### src/rtl/intr_pkg.sv
package intr_pkg;

  typedef enum logic [2:0] {
    ST_IDLE = 3'd0,
    ST_DUM1 = 3'd1,
    ST_DUM2 = 3'd2,
    ST_PCH  = 3'd3,
    ST_PCL  = 3'd4,
    ST_PSR  = 3'd5,
    ST_VLO  = 3'd6,
    ST_VHI  = 3'd7
  } ent_step_e;

  typedef enum logic [1:0] {
    K_IRQ = 2'd0,
    K_NMI = 2'd1,
    K_RST = 2'd2
  } ent_kind_e;

  // byte offset of each vector pair above the lowest vector address
  function automatic logic [2:0] vec_offset(ent_kind_e k);
    case (k)
      K_NMI:   return 3'd0;
      K_RST:   return 3'd2;
      default: return 3'd4;
    endcase
  endfunction

endpackage

### src/rtl/intr_lines.sv
// Input sampling: IRQ level register chain and NMI falling-edge latch.
module intr_lines #(
  parameter int LINE_STAGES = 1
) (
  input  logic clk,
  input  logic rst_n,
  input  logic irq_n,
  input  logic nmi_n,
  input  logic nmi_clr,
  output logic irq_act,
  output logic nmi_pend
);
  localparam int LAST = LINE_STAGES;

  logic [LAST:0] irq_c;
  logic [LAST:0] nmi_c;
  logic          nmi_edge;
  logic          pend_d;
  logic          pend_q;

  assign irq_c[0] = irq_n;
  assign nmi_c[0] = nmi_n;

  for (genvar i = 1; i <= LAST; i++) begin : g_stage
    always_ff @(posedge clk or negedge rst_n) begin
      if (!rst_n) begin
        irq_c[i] <= 1'b1;
        nmi_c[i] <= 1'b1;
      end else begin
        irq_c[i] <= irq_c[i-1];
        nmi_c[i] <= nmi_c[i-1];
      end
    end
  end

  assign irq_act  = ~irq_c[LAST];
  assign nmi_edge = nmi_c[LAST] & ~nmi_c[LAST-1];

  always_comb begin
    pend_d = pend_q;
    if (nmi_clr) pend_d = 1'b0;
    if (nmi_edge) pend_d = 1'b1;
  end

  always_ff @(posedge clk or negedge rst_n) begin
    if (!rst_n) pend_q <= 1'b0;
    else        pend_q <= pend_d;
  end

  assign nmi_pend = pend_q;

  // a clear request without a coincident edge empties the latch
  a_r8_nmi_clear: assert property (@(posedge clk) disable iff (!rst_n)
    (nmi_clr && !nmi_edge) |=> !nmi_pend);

  // latch only rises on an observed falling edge
  a_r6_edge_only: assert property (@(posedge clk) disable iff (!rst_n)
    (!nmi_pend && !nmi_edge) |=> !nmi_pend);

endmodule

### src/rtl/intr_poll.sv
// Decision taken in the instruction's last cycle from pre-sampled requests.
module intr_poll
  import intr_pkg::*;
(
  input  logic      idle,
  input  logic      last_cyc,
  input  logic      dis_next,
  input  logic      irq_act,
  input  logic      nmi_pend,
  output logic      take,
  output ent_kind_e kind_sel
);
  logic irq_ok;

  always_comb begin
    irq_ok   = irq_act & ~dis_next;
    take     = idle & last_cyc & (nmi_pend | irq_ok);
    kind_sel = nmi_pend ? K_NMI : K_IRQ;
  end

endmodule

### src/rtl/intr_entry_seq.sv
// Seven-step entry micro-sequence and its bus controls.
module intr_entry_seq
  import intr_pkg::*;
#(
  parameter int               ADDR_W   = 16,
  parameter logic [ADDR_W-1:0] VEC_BASE = 16'hFFFA
) (
  input  logic              clk,
  input  logic              rst_n,
  input  logic              take,
  input  ent_kind_e         kind_sel,
  output ent_step_e         step,
  output ent_kind_e         kind,
  output logic              idle,
  output logic              bus_rd,
  output logic              bus_wr,
  output logic              pc_hold,
  output logic [1:0]        push_sel,
  output logic [ADDR_W-1:0] vec_addr,
  output logic              set_dis,
  output logic              nmi_clr
);
  ent_step_e state_d, state_q;
  ent_kind_e kind_d, kind_q;
  logic      kind_en;
  logic      in_push, in_vec, is_rst;

  always_comb begin
    state_d = state_q;
    kind_en = 1'b0;
    case (state_q)
      ST_IDLE: if (take) begin
        state_d = ST_DUM1;
        kind_en = 1'b1;
      end
      ST_VHI:  state_d = ST_IDLE;
      default: state_d = ent_step_e'(state_q + 3'd1);
    endcase
    kind_d = kind_en ? kind_sel : kind_q;
  end

  always_ff @(posedge clk or negedge rst_n) begin
    if (!rst_n) begin
      state_q <= ST_DUM1;
      kind_q  <= K_RST;
    end else begin
      state_q <= state_d;
      if (kind_en) kind_q <= kind_d;
    end
  end

  always_comb begin
    in_push  = (state_q == ST_PCH) || (state_q == ST_PCL) || (state_q == ST_PSR);
    in_vec   = (state_q == ST_VLO) || (state_q == ST_VHI);
    is_rst   = (kind_q == K_RST);
    pc_hold  = (state_q == ST_DUM1) || (state_q == ST_DUM2);
    bus_rd   = pc_hold || in_vec || (in_push && is_rst);
    bus_wr   = in_push && !is_rst;
    case (state_q)
      ST_PCH:  push_sel = 2'd1;
      ST_PCL:  push_sel = 2'd2;
      ST_PSR:  push_sel = 2'd3;
      default: push_sel = 2'd0;
    endcase
    vec_addr = '0;
    if (in_vec)
      vec_addr = VEC_BASE + ADDR_W'(vec_offset(kind_q))
               + ADDR_W'(state_q == ST_VHI);
    set_dis  = (state_q == ST_VLO);
    nmi_clr  = (state_q == ST_PSR) && (kind_q == K_NMI);
  end

  assign step = state_q;
  assign kind = kind_q;
  assign idle = (state_q == ST_IDLE);

  // read and write never overlap
  a_r9_rd_wr_excl: assert property (@(posedge clk) disable iff (!rst_n)
    $onehot0({bus_rd, bus_wr}));

  // disable flag is set right before the high vector byte
  a_r10_setdis_then_vhi: assert property (@(posedge clk) disable iff (!rst_n)
    set_dis |=> (step == ST_VHI));

endmodule

### src/rtl/intr_front.sv
module intr_front
  import intr_pkg::*;
#(
  parameter int               LINE_STAGES = 1,
  parameter int               ADDR_W      = 16,
  parameter logic [ADDR_W-1:0] VEC_BASE    = 16'hFFFA
) (
  input  logic              clk,
  input  logic              rst_n,
  input  logic              irq_n,
  input  logic              nmi_n,
  input  logic              last_cyc,
  input  logic              dis_next,
  output logic              take_next,
  output logic [2:0]        ent_step,
  output logic [1:0]        ent_kind,
  output logic              bus_rd,
  output logic              bus_wr,
  output logic              pc_hold,
  output logic [1:0]        push_sel,
  output logic [ADDR_W-1:0] vec_addr,
  output logic              set_dis,
  output logic              nmi_pending
);
  logic      irq_act, nmi_pend, nmi_clr, idle, take;
  ent_kind_e kind_sel, kind;
  ent_step_e step;

  intr_lines #(.LINE_STAGES(LINE_STAGES)) u_lines (
    .clk      (clk),
    .rst_n    (rst_n),
    .irq_n    (irq_n),
    .nmi_n    (nmi_n),
    .nmi_clr  (nmi_clr),
    .irq_act  (irq_act),
    .nmi_pend (nmi_pend)
  );

  intr_poll u_poll (
    .idle     (idle),
    .last_cyc (last_cyc),
    .dis_next (dis_next),
    .irq_act  (irq_act),
    .nmi_pend (nmi_pend),
    .take     (take),
    .kind_sel (kind_sel)
  );

  intr_entry_seq #(.ADDR_W(ADDR_W), .VEC_BASE(VEC_BASE)) u_seq (
    .clk      (clk),
    .rst_n    (rst_n),
    .take     (take),
    .kind_sel (kind_sel),
    .step     (step),
    .kind     (kind),
    .idle     (idle),
    .bus_rd   (bus_rd),
    .bus_wr   (bus_wr),
    .pc_hold  (pc_hold),
    .push_sel (push_sel),
    .vec_addr (vec_addr),
    .set_dis  (set_dis),
    .nmi_clr  (nmi_clr)
  );

  assign take_next   = take;
  assign ent_step    = step;
  assign ent_kind    = kind;
  assign nmi_pending = nmi_pend;

  // a taken decision starts the entry on the next cycle
  a_r2_take_enters: assert property (@(posedge clk) disable iff (!rst_n)
    take_next |=> (ent_step == 3'd1));

  // the poll stays quiet for the whole entry
  a_r11_no_take_in_entry: assert property (@(posedge clk) disable iff (!rst_n)
    (ent_step != 3'd0) |-> !take_next);

  // active steps advance by one each cycle
  a_r9_step_advance: assert property (@(posedge clk) disable iff (!rst_n)
    (ent_step != 3'd0 && ent_step != 3'd7) |=> (ent_step == 3'($past(ent_step) + 3'd1)));

  // idle stays idle unless an entry is taken
  a_r9_idle_hold: assert property (@(posedge clk) disable iff (!rst_n)
    (ent_step == 3'd0 && !take_next) |=> (ent_step == 3'd0));

endmodule

### config.mk
export PLATFORM = sky130hd
export DESIGN_NAME = intr_front
export DESIGN_NICKNAME = d
export VERILOG_FILES = /design/src/rtl/intr_pkg.sv /design/src/rtl/intr_lines.sv /design/src/rtl/intr_poll.sv /design/src/rtl/intr_entry_seq.sv /design/src/rtl/intr_front.sv
export SDC_FILE = /design/constraint.sdc
export NUM_CORES = 1
export LEC_CHECK = 0
export BUFFER_PORTS_ARGS = -buffer_cell sky130_fd_sc_hd__buf_2
export CAP_MARGIN = 20
export CELL_PAD_IN_SITES_DETAIL_PLACEMENT = 1
export CELL_PAD_IN_SITES_GLOBAL_PLACEMENT = 1
export CORE_MARGIN = 2
export CORE_UTILIZATION = 30
export CTS_CLUSTER_DIAMETER = 200
export DETAILED_ROUTE_END_ITERATION = 8
export PLACE_DENSITY_LB_ADDON = 0.12
export RECOVER_POWER = 50
export REMOVE_ABC_BUFFERS = 1
export SYNTH_ARGS = -nofsm -noshare
export SYNTH_HDL_FRONTEND = slang
export SYNTH_SLANG_ARGS = --single-unit
### constraint.sdc
create_clock -name clk -period 4 [get_ports clk]
set_input_delay 0.2 -clock clk [delete_from_list [all_inputs] [get_ports clk]]
set_output_delay 0.2 -clock clk [all_outputs]
set_load 0.02 [all_outputs]
==> results of run 1 <==
[flip-flops by register name (all words and copies together), names as in the netlist]
| signal | count |
|---|---|
| u_seq.step | 3 |
| u_seq.kind | 2 |
| u_lines.nmi_c | 1 |
| u_lines.nmi_pend | 1 |
| u_lines.irq_c | 1 |
[layout make-up]
| cell class | instances | area, sq um |
|---|---|---|
| Fill cell | 258 | 1230 |
| Multi-Input combinational cell | 39 | 308 |
| Sequential cell | 8 | 205 |
| Timing Repair Buffer | 35 | 168 |
| Tap cell | 27 | 33.8 |
| Clock buffer | 3 | 22.5 |
| Inverter | 5 | 18.8 |
[per-stage QoR]
stage	cell area, sq um	setup WS (ns)	hold WS (ns)	utilization, %	cells
after detailed placement	738	1.84	0.0503	37.2	113
after floorplan	534	-1.21	-0.0956	-	52
after global routing	756	1.28	0.0355	38.1	117
after global placement	738	1.97	0.0518	37.2	113
final	756	1.56	0.0349	38.1	117
after CTS	771	1.56	0.0450	38.9	117
[layer usage]
metal	wire, microns	share of wire, %	track usage [%]
met1	579	43	13.9
met2	637	47	20.2
met3	131	9.6	2.98
met4	13	0.95	5.56
met5	0	0	0
[power by group]
part	switching [W]	internal [W]	leakage, nW
combinational	0.000298	0.000157	0.328
clock	0.0000257	0.0000342	0.0138
sequential	0.0000362	0.000111	0.0863
[synth_stat cells]
cell type  instances  area, sq um
and2_2             1         7.51
a211o_2            1         10.0
nand3_1            2         10.0
a21oi_2            1         8.76
buf_6              1         11.3
nor3b_2            1         12.5
o211a_1            1         10.0
nor2_1             9         33.8
clkbuf_1           1         3.75
nor2b_2            1         8.76
a32o_1             1         10.0
o21ai_0            1         5.00
buf_4             12         90.1
mux2_2             1         11.3
nor3b_1            1         7.51
or3b_1             1         8.76
a2111o_1           1         11.3
nor3_1             2         10.0
dfrtp_1            4          100
dfstp_2            4          105
o21a_1             1         7.51
ha_1              10          125
a21oi_1            1         5.00
nand2_1            2         7.51
inv_1              5         18.8
[logic make-up after synthesis]
family / synth area share (%)
compound gates: 10.6
fa+ha+maj: 19.6
buf+inv: 19.4
flops: 32.1
mux: 1.76
simple gates: 16.6
[worst register-to-register path: stages (launching register included)]
cell	delay, ns
dfstp_1	0.61
inv_1	0.11
ha_1	0.22
nor2b_1	0.21
or3b_1	0.41
a21oi_2	0.15
[final timing paths]
| path | from | endpoint | slack (ns) | cells after the start |
|---|---|---|---|---|
| max | u_seq.step[0] | vec_addr[9] | 1.56 | 5 |
| min | nmi_n | u_lines.nmi_c[1] | 0.03 | 1 |
| max reg2reg | u_seq.step[0] | u_seq.step[1] | 2.22 | 5 |
| min reg2reg | u_lines.nmi_c[1] | u_lines.nmi_pend | 0.52 | 2 |
| max in group asynchronous | rst_n | u_lines.irq_c[1] | 3.29 | 2 |
| min in group asynchronous | rst_n | u_seq.step[2] | 0.38 | 2 |
[repair_timing]
item / 4_1_cts / 5_1_grt
resized for setup: 0 / 0
hold buffers: 1 / 0
buffers inserted: 0 / 0
endpoints found under the hold margin: 6 / 0
==> results.cfg, run 1 <==
[detailed_routing]
drt_iter0_drc = 5
firstDrtPassIters = 4
ant_nets = 0
vias = 529
avgViaCountPerCell = 4.52
wl_microns = 1360
drc_errors = 0
wl_per_cell_microns = 11.6

[critical_path]
path_buf_inv = 1
path_cells = ha_1, ha_1, nor2_1, a21oi_1, buf_2
worstPathMaxFanout = 13
cp.arrival_ns = 2.24
worst_ep_required_time_ns = 3.80
slowest_delay_ns = 0.61
worst_path_max_delay_cell = dfstp_1
cpMostUsedCell = ha_1
critPathKind = reg -> out
path_delay_family = flip-flops
endpoint_kind = primary output
start_kind = flip-flop

[floorplan]
dieArea_sq_um = 2520
coreArea_sq_um = 1980
die_h_microns = 50.2
die_w_microns = 50.2
std_cell_rows = 16
pin_count = 35
start_util_pct = 32.3

[outcome]
status = finished clean

[timing]
final-max-slew-violation-count = 0
hold_violations = 0
fin_setup_tns_ns = 0
period_share_pct = 61.0
max_freq_ghz = 0.410
max_slew_margin_pct = 59.4
setup_viol_count_final = 0
post-route-min-period_ns = 2.44
skew_ns = 0.00849
rsz0062_at_grt = no
worst_pin_slew_ns = 0.609

[logic_synthesis]
yosysSeqAreaShare_pct = 32.1
syn_area_sq_um = 639
yosysWarnings = 0
synth.avg_cell_area_sq_um = 9.69
ys_types = 25
ys_ff_latch = 8
syn_inst = 66

[cts]
clk-insertion-delay-late_ns = 0.25
clockBufferDepth = 2
clkTransAtPathRegs_ns = 0.05
cts_tree = built
ctsHtreeMaxLevel = 1
cts_root_buf = clkbuf_4
numCtsBuffers = 3
cts_sinks = 8

[worst_hold_path]
hp-class = in -> reg

[place]
io_buffers = 34
dp_hpwl_microns = 1130
gp_congestion = 0.700

[final_layout]
synthToLayoutAreaGrowth_pct = 18.2
diodes = 0
drive_gt1_share_pct = 38.9
layout_common_cells = buf_2, ha_1, clkbuf_1, nor2_1, inv_1
mostFrequentLayoutCell = buf_2
nets = 108

[power_and_ir_drop]
ir_worst_vdd_v = 0.000266
leakage_nw = 0.428
power_density_nw_per_um2 = 876
total_power_w = 0.000662

[global_route]
grt_pass1_wl_microns = 2260
grt_pass1_vias = 478
grt_use_total_pct = 11.9
grt_max_degree = 14
grt-ovfl-total = 0
antenna_found_initial = 0

[flow_run]
drv_cap = 0
No activity file was read; power rests on OpenSTA's default activity.
==> run 2: changes to the inputs <==
--- a/config.mk
+++ b/config.mk
@@ -10,7 +10,7 @@
 export CELL_PAD_IN_SITES_DETAIL_PLACEMENT = 1
 export CELL_PAD_IN_SITES_GLOBAL_PLACEMENT = 1
 export CORE_MARGIN = 2
-export CORE_UTILIZATION = 30
+export CORE_UTILIZATION = 27
 export CTS_CLUSTER_DIAMETER = 200
 export DETAILED_ROUTE_END_ITERATION = 8
 export PLACE_DENSITY_LB_ADDON = 0.12
==> constraint.sdc (replaced) <==
create_clock -name clk -period 2.05 [get_ports clk]
set_input_delay 0.1025 -clock clk [delete_from_list [all_inputs] [get_ports clk]]
set_output_delay 0.1025 -clock clk [all_outputs]
set_load 0.02 [all_outputs]
==> run 2 against run 1 <==
Net effect: routed wire length is 2.7% lower; critical path type unchanged; final cell count up 5.1%; global-route usage decreased by 2.7 points; utilization is 1.3 points lower; clock skew shrank 0.0067 ns; sequential power increased by 100%; combinational power is 110% higher.
==> results.cfg, run 2 (synthesized netlist as in run 1, its figures left out) <==
[outcome]
status = finished clean

[power_and_ir_drop]
ir_worst_vdd_v = 0.000624
power_density_nw_per_um2 = 1680
leakage_nw = 0.458

[timing]
final-max-slew-violation-count = 0
max_freq_ghz = 0.504
skew_ns = 0.00180
worst_pin_slew_ns = 0.439
fin_setup_tns_ns = 0
max_slew_margin_pct = 70.7
period_share_pct = 96.8
hold_violations = 0
post-route-min-period_ns = 1.99
setup_viol_count_final = 0

[global_route]
antenna_found_initial = 0
grt_pass1_wl_microns = 1900
grt_use_total_pct = 9.22
grt_pass1_vias = 432
grt-ovfl-total = 0
grt_max_degree = 14

[final_layout]
diodes = 0
drive_gt1_share_pct = 46.3
layout_common_cells = buf_2, nor2_1, ha_1, clkbuf_1
final_core_util_pct = 36.9
nets = 113
synthToLayoutAreaGrowth_pct = 28.8
largest_reg_flops = 3
mostFrequentLayoutCell = buf_2

[cts]
clockBufferDepth = 2
cts_tree = built
clkTransAtPathRegs_ns = 0.05
ctsHtreeMaxLevel = 1
clk-insertion-delay-late_ns = 0.24
numCtsBuffers = 3
cts_sinks = 8
cts_root_buf = clkbuf_4

[detailed_routing]
firstDrtPassIters = 2
vias = 546
ant_nets = 0
drt_iter0_drc = 4
avgViaCountPerCell = 4.44
drc_errors = 0
wl_microns = 1330
wl_per_cell_microns = 10.8

[critical_path]
path_cells = inv_2, ha_1, nor3b_2, nor2_1, a2111o_1, buf_6
worst_path_max_delay_cell = dfstp_2
worstPathMaxFanout = 5
cp.arrival_ns = 1.88
critPathKind = reg -> out
slowest_delay_ns = 0.57
worst_ep_required_time_ns = 1.95
start_kind = flip-flop
endpoint_kind = primary output

[place]
gp_congestion = 0.666
dp_hpwl_microns = 1040
io_buffers = 34

[floorplan]
die_w_microns = 52.7
coreArea_sq_um = 2230
pin_count = 35
std_cell_rows = 17
dieArea_sq_um = 2770
die_h_microns = 52.7
start_util_pct = 28.6

[flow_run]
drv_cap = 0

[worst_hold_path]
hp-class = in -> reg
run 2: cell types whose count changed in the layout (fill, tap and decap cells not counted), sizes merged:
cell / before / now
buf: 24 / 29
clkbuf: 13 / 11
dlygate4sd3: 1 / 3
run 2: report_power, final:
group	internal, W	total, W	switching (W)
Combinational	0.000383	0.000973	0.000590
Sequential	0.000219	0.000296	0.0000773
Clock	0.0000665	0.000113	0.0000466
Total	0.000668	0.00138	0.000714
run 2: metrics by stage:
stage	setup slack [ns]	instances	instance area (sq um)	total power, W	hold WS, ns
after floorplan	-3.06	52	534	0.000907	-0.193
after global placement	0.294	115	747	0.00122	-0.0424
after detailed placement	0.281	115	747	0.00122	-0.0450
after CTS	0.00621	121	800	0.00134	0.129
after global routing	-0.00342	123	823	0.00150	0.136
final	0.0649	123	823	0.00138	0.135
run 2: critical path: cells and delay by family, from the launching register on:
family	cells	cell delay (ns)
adder cells (fa/ha/maj)	1	0.20
AO/OA/AOI/OAI	1	0.38
flip-flops	1	0.57
buffers and inverters	2	0.20
AND/OR/NAND/NOR	2	0.29
run 2: layout make-up:
| class | instances | area, sq um |
|---|---|---|
| Inverter | 5 | 18.8 |
| Timing Repair Buffer | 40 | 219 |
| Tap cell | 28 | 35.0 |
| Sequential cell | 8 | 205 |
| Clock buffer | 3 | 22.5 |
| Multi-Input combinational cell | 39 | 323 |
| Fill cell | 289 | 1410 |
run 2: worst paths after layout:
check / to / cells after the start / start / slack, ns
max in group asynchronous: u_seq.step[0] / 2 / rst_n / 1.41
worst max register to register: u_seq.step[0] / 5 / u_seq.step[0] / 0.41
min in group asynchronous: u_seq.kind[0] / 2 / rst_n / 0.30
worst min register to register: u_lines.nmi_pend / 2 / u_lines.nmi_c[1] / 0.50
worst min-delay path: u_seq.kind[0] / 2 / last_cyc / 0.14
worst max-delay path: bus_rd / 6 / u_seq.step[0] / 0.06
run 2: metal layers:
| metal | track usage (%) | part of all wire [%] |
|---|---|---|
| met1 | 12.7 | 47 |
| met2 | 14.6 | 44 |
| met3 | 0.857 | 9.6 |
| met4 | 3.85 | 0 |
| met5 | 0 | 0 |
run 2: timing repair:
action                                 in CTS  in global routing
resized for setup                           0                  6
hold buffers                                3                  0
setup buffers                               0                  2
endpoints found under the hold margin      10                  0
setup endpoints to repair                   0                 14
==> run 3: changes to the inputs <==
--- a/config.mk
+++ b/config.mk
@@ -7,10 +7,8 @@
 export LEC_CHECK = 0
 export BUFFER_PORTS_ARGS = -buffer_cell sky130_fd_sc_hd__buf_2
 export CAP_MARGIN = 20
-export CELL_PAD_IN_SITES_DETAIL_PLACEMENT = 1
-export CELL_PAD_IN_SITES_GLOBAL_PLACEMENT = 1
 export CORE_MARGIN = 2
-export CORE_UTILIZATION = 27
+export CORE_UTILIZATION = 30
 export CTS_CLUSTER_DIAMETER = 200
 export DETAILED_ROUTE_END_ITERATION = 8
 export PLACE_DENSITY_LB_ADDON = 0.12
==> run 3 against run 2 <==
Net effect: total power fell by 1.7%; clock-buffer cell count is the same; global-route usage increased by 1.3 points; worst hold slack worse by 0.0016 ns; first-iteration DRC count is 100% lower; clock power up 5%; via count shrank 6.0%.
==> results.cfg, run 3 (synthesized netlist as in run 1, its figures left out) <==
[detailed_routing]
highest_layer = met4
met1_length_microns = 562
drt_iter0_drc = 0
avgViaCountPerCell = 4.24
wl_microns = 1190
drc_errors = 0
ant_nets = 0
vias = 513
wl_met2_microns = 502
met3_length_microns = 112
firstDrtPassIters = 1
wl_per_cell_microns = 9.83

[timing]
max_freq_ghz = 0.518
worst_pin_slew_ns = 0.445
skew_ns = 0.00621
final-max-slew-violation-count = 0
max_slew_margin_pct = 70.3
hold_violations = 0
setup_viol_count_final = 0
period_share_pct = 94.2
post-route-min-period_ns = 1.93
whs_ns = 0.134

[power_and_ir_drop]
p_sw_w = 0.000699
combPwrFrac_pct = 69.9
pwr-share-seq_pct = 21.3
ir_worst_vdd_v = 0.000628
swShare_pct = 51.4
leakage_nw = 0.460
power_density_nw_per_um2 = 1660
clock_power_share_pct = 8.8
p_int_w = 0.000660

[final_layout]
nets = 112
diodes = 0
mostFrequentLayoutCell = buf_2
layout_common_cells = buf_2, nor2_1, ha_1, clkbuf_1
synthToLayoutAreaGrowth_pct = 27.8
largest_reg_flops = 3
final_core_util_pct = 41.2
fin_area_sq_um = 817
drive_gt1_share_pct = 47.9

[place]
dpl_cell_area_sq_um = 746
dp_hpwl_microns = 933
gp_congestion = 0.629
io_buffers = 34

[cts]
clkTransAtPathRegs_ns = 0.06
numCtsBuffers = 3
cts_root_buf = clkbuf_4
clk-insertion-delay-late_ns = 0.25
cts_sinks = 8
cts_tree = built
ctsHtreeMaxLevel = 1
clockBufferDepth = 2

[critical_path]
slowest_delay_ns = 0.57
worst_ep_required_time_ns = 1.95
ff2ff_path_depth = 5
cp.arrival_ns = 1.83
worstPathMaxFanout = 5
endpoint_kind = primary output
critPathKind = reg -> out
start_kind = flip-flop
path_cells = inv_2, ha_1, nor3b_2, nor2_1, a2111o_1, buf_6
worst_path_max_delay_cell = dfstp_2

[flow_run]
drv_cap = 0

[floorplan]
die_w_microns = 50.2
pin_count = 35
coreArea_sq_um = 1980
die_h_microns = 50.2
dieArea_sq_um = 2520
start_util_pct = 32.3
std_cell_rows = 16

[global_route]
grt_max_degree = 14
grt_pass1_vias = 460
antenna_found_initial = 0
grt_use_total_pct = 10.5
grt_pass1_wl_microns = 2010
grt-ovfl-total = 0

[worst_hold_path]
hp-class = in -> reg
whs_path_depth = 2

[outcome]
status = finished clean
[run 3: cell types whose count changed in the layout (fill, tap and decap cells not counted), sizes merged]
cell	before	now
buf	29	30
clkbuf	11	9
[run 3: critical path: cells and delay by family (launching register included)]
kind / cells / cell delay [ns]
fa+ha+maj: 1 / 0.20
buf+inv: 2 / 0.20
flops: 1 / 0.57
simple gates: 2 / 0.25
compound gates: 1 / 0.37
[run 3: worst paths after layout]
path,startpoint,to,slack [ns]
max in group asynchronous,rst_n,u_seq.step[0],1.41
worst max register to register,u_seq.step[0],u_seq.step[0],0.43
min in group asynchronous,rst_n,u_lines.nmi_pend,0.30
worst min register to register,u_lines.nmi_c[1],u_lines.nmi_pend,0.52
worst min-delay path,last_cyc,u_seq.kind[0],0.13
worst max-delay path,u_seq.step[0],bus_rd,0.12
[run 3: repair_timing]
| action | 4_1_cts | 5_1_grt |
|---|---|---|
| setup endpoints to repair | 0 | 14 |
| hold endpoints to repair | 10 | 0 |
| gates resized for setup | 0 | 5 |
| buffers inserted | 0 | 1 |
| hold buffers | 3 | 0 |
[run 3: power by group through the flow]
| stage | clock (W) | combinational (W) | sequential, W |
|---|---|---|---|
| 6_report | 0.000119 | 0.000950 | 0.000290 |
| 5_1_grt | 0.000134 | 0.00104 | 0.000304 |
| 4_1_cts | 0.000126 | 0.000915 | 0.000288 |
| 3_5_place_dp | 0 | 0.000906 | 0.000290 |
| 3_3_place_gp | 0 | 0.000917 | 0.000289 |
| 2_1_floorplan | 0 | 0.000571 | 0.000336 |
[run 3: through the flow]
step           power (W)  std cells  worst slack [ns]   TNS (ns)
2_1_floorplan   0.000907         52             -3.06     -39.75
3_3_place_gp     0.00121        114             0.314          0
3_5_place_dp     0.00120        114             0.310          0
4_1_cts          0.00133        120            0.0194          0
5_1_grt          0.00148        121         -0.000188  -0.000369
6_report         0.00136        121             0.119          0
[run 3: final cells by class]
class / count / area [sq um]
clock buffers: 3 / 22.5
inverters: 5 / 18.8
multi-input cells: 39 / 323
repair buffers: 39 / 214
well taps: 27 / 33.8
fillers: 212 / 1160
flip-flops and latches: 8 / 205
[run 3: per-layer routing]
metal | up-vias | global-route usage (%)
li1 | 265 | -
met1 | 218 | 13.8
met2 | 28 | 15.4
met3 | 2 | 1.49
met4 | 0 | 8.33
met5 | - | 0
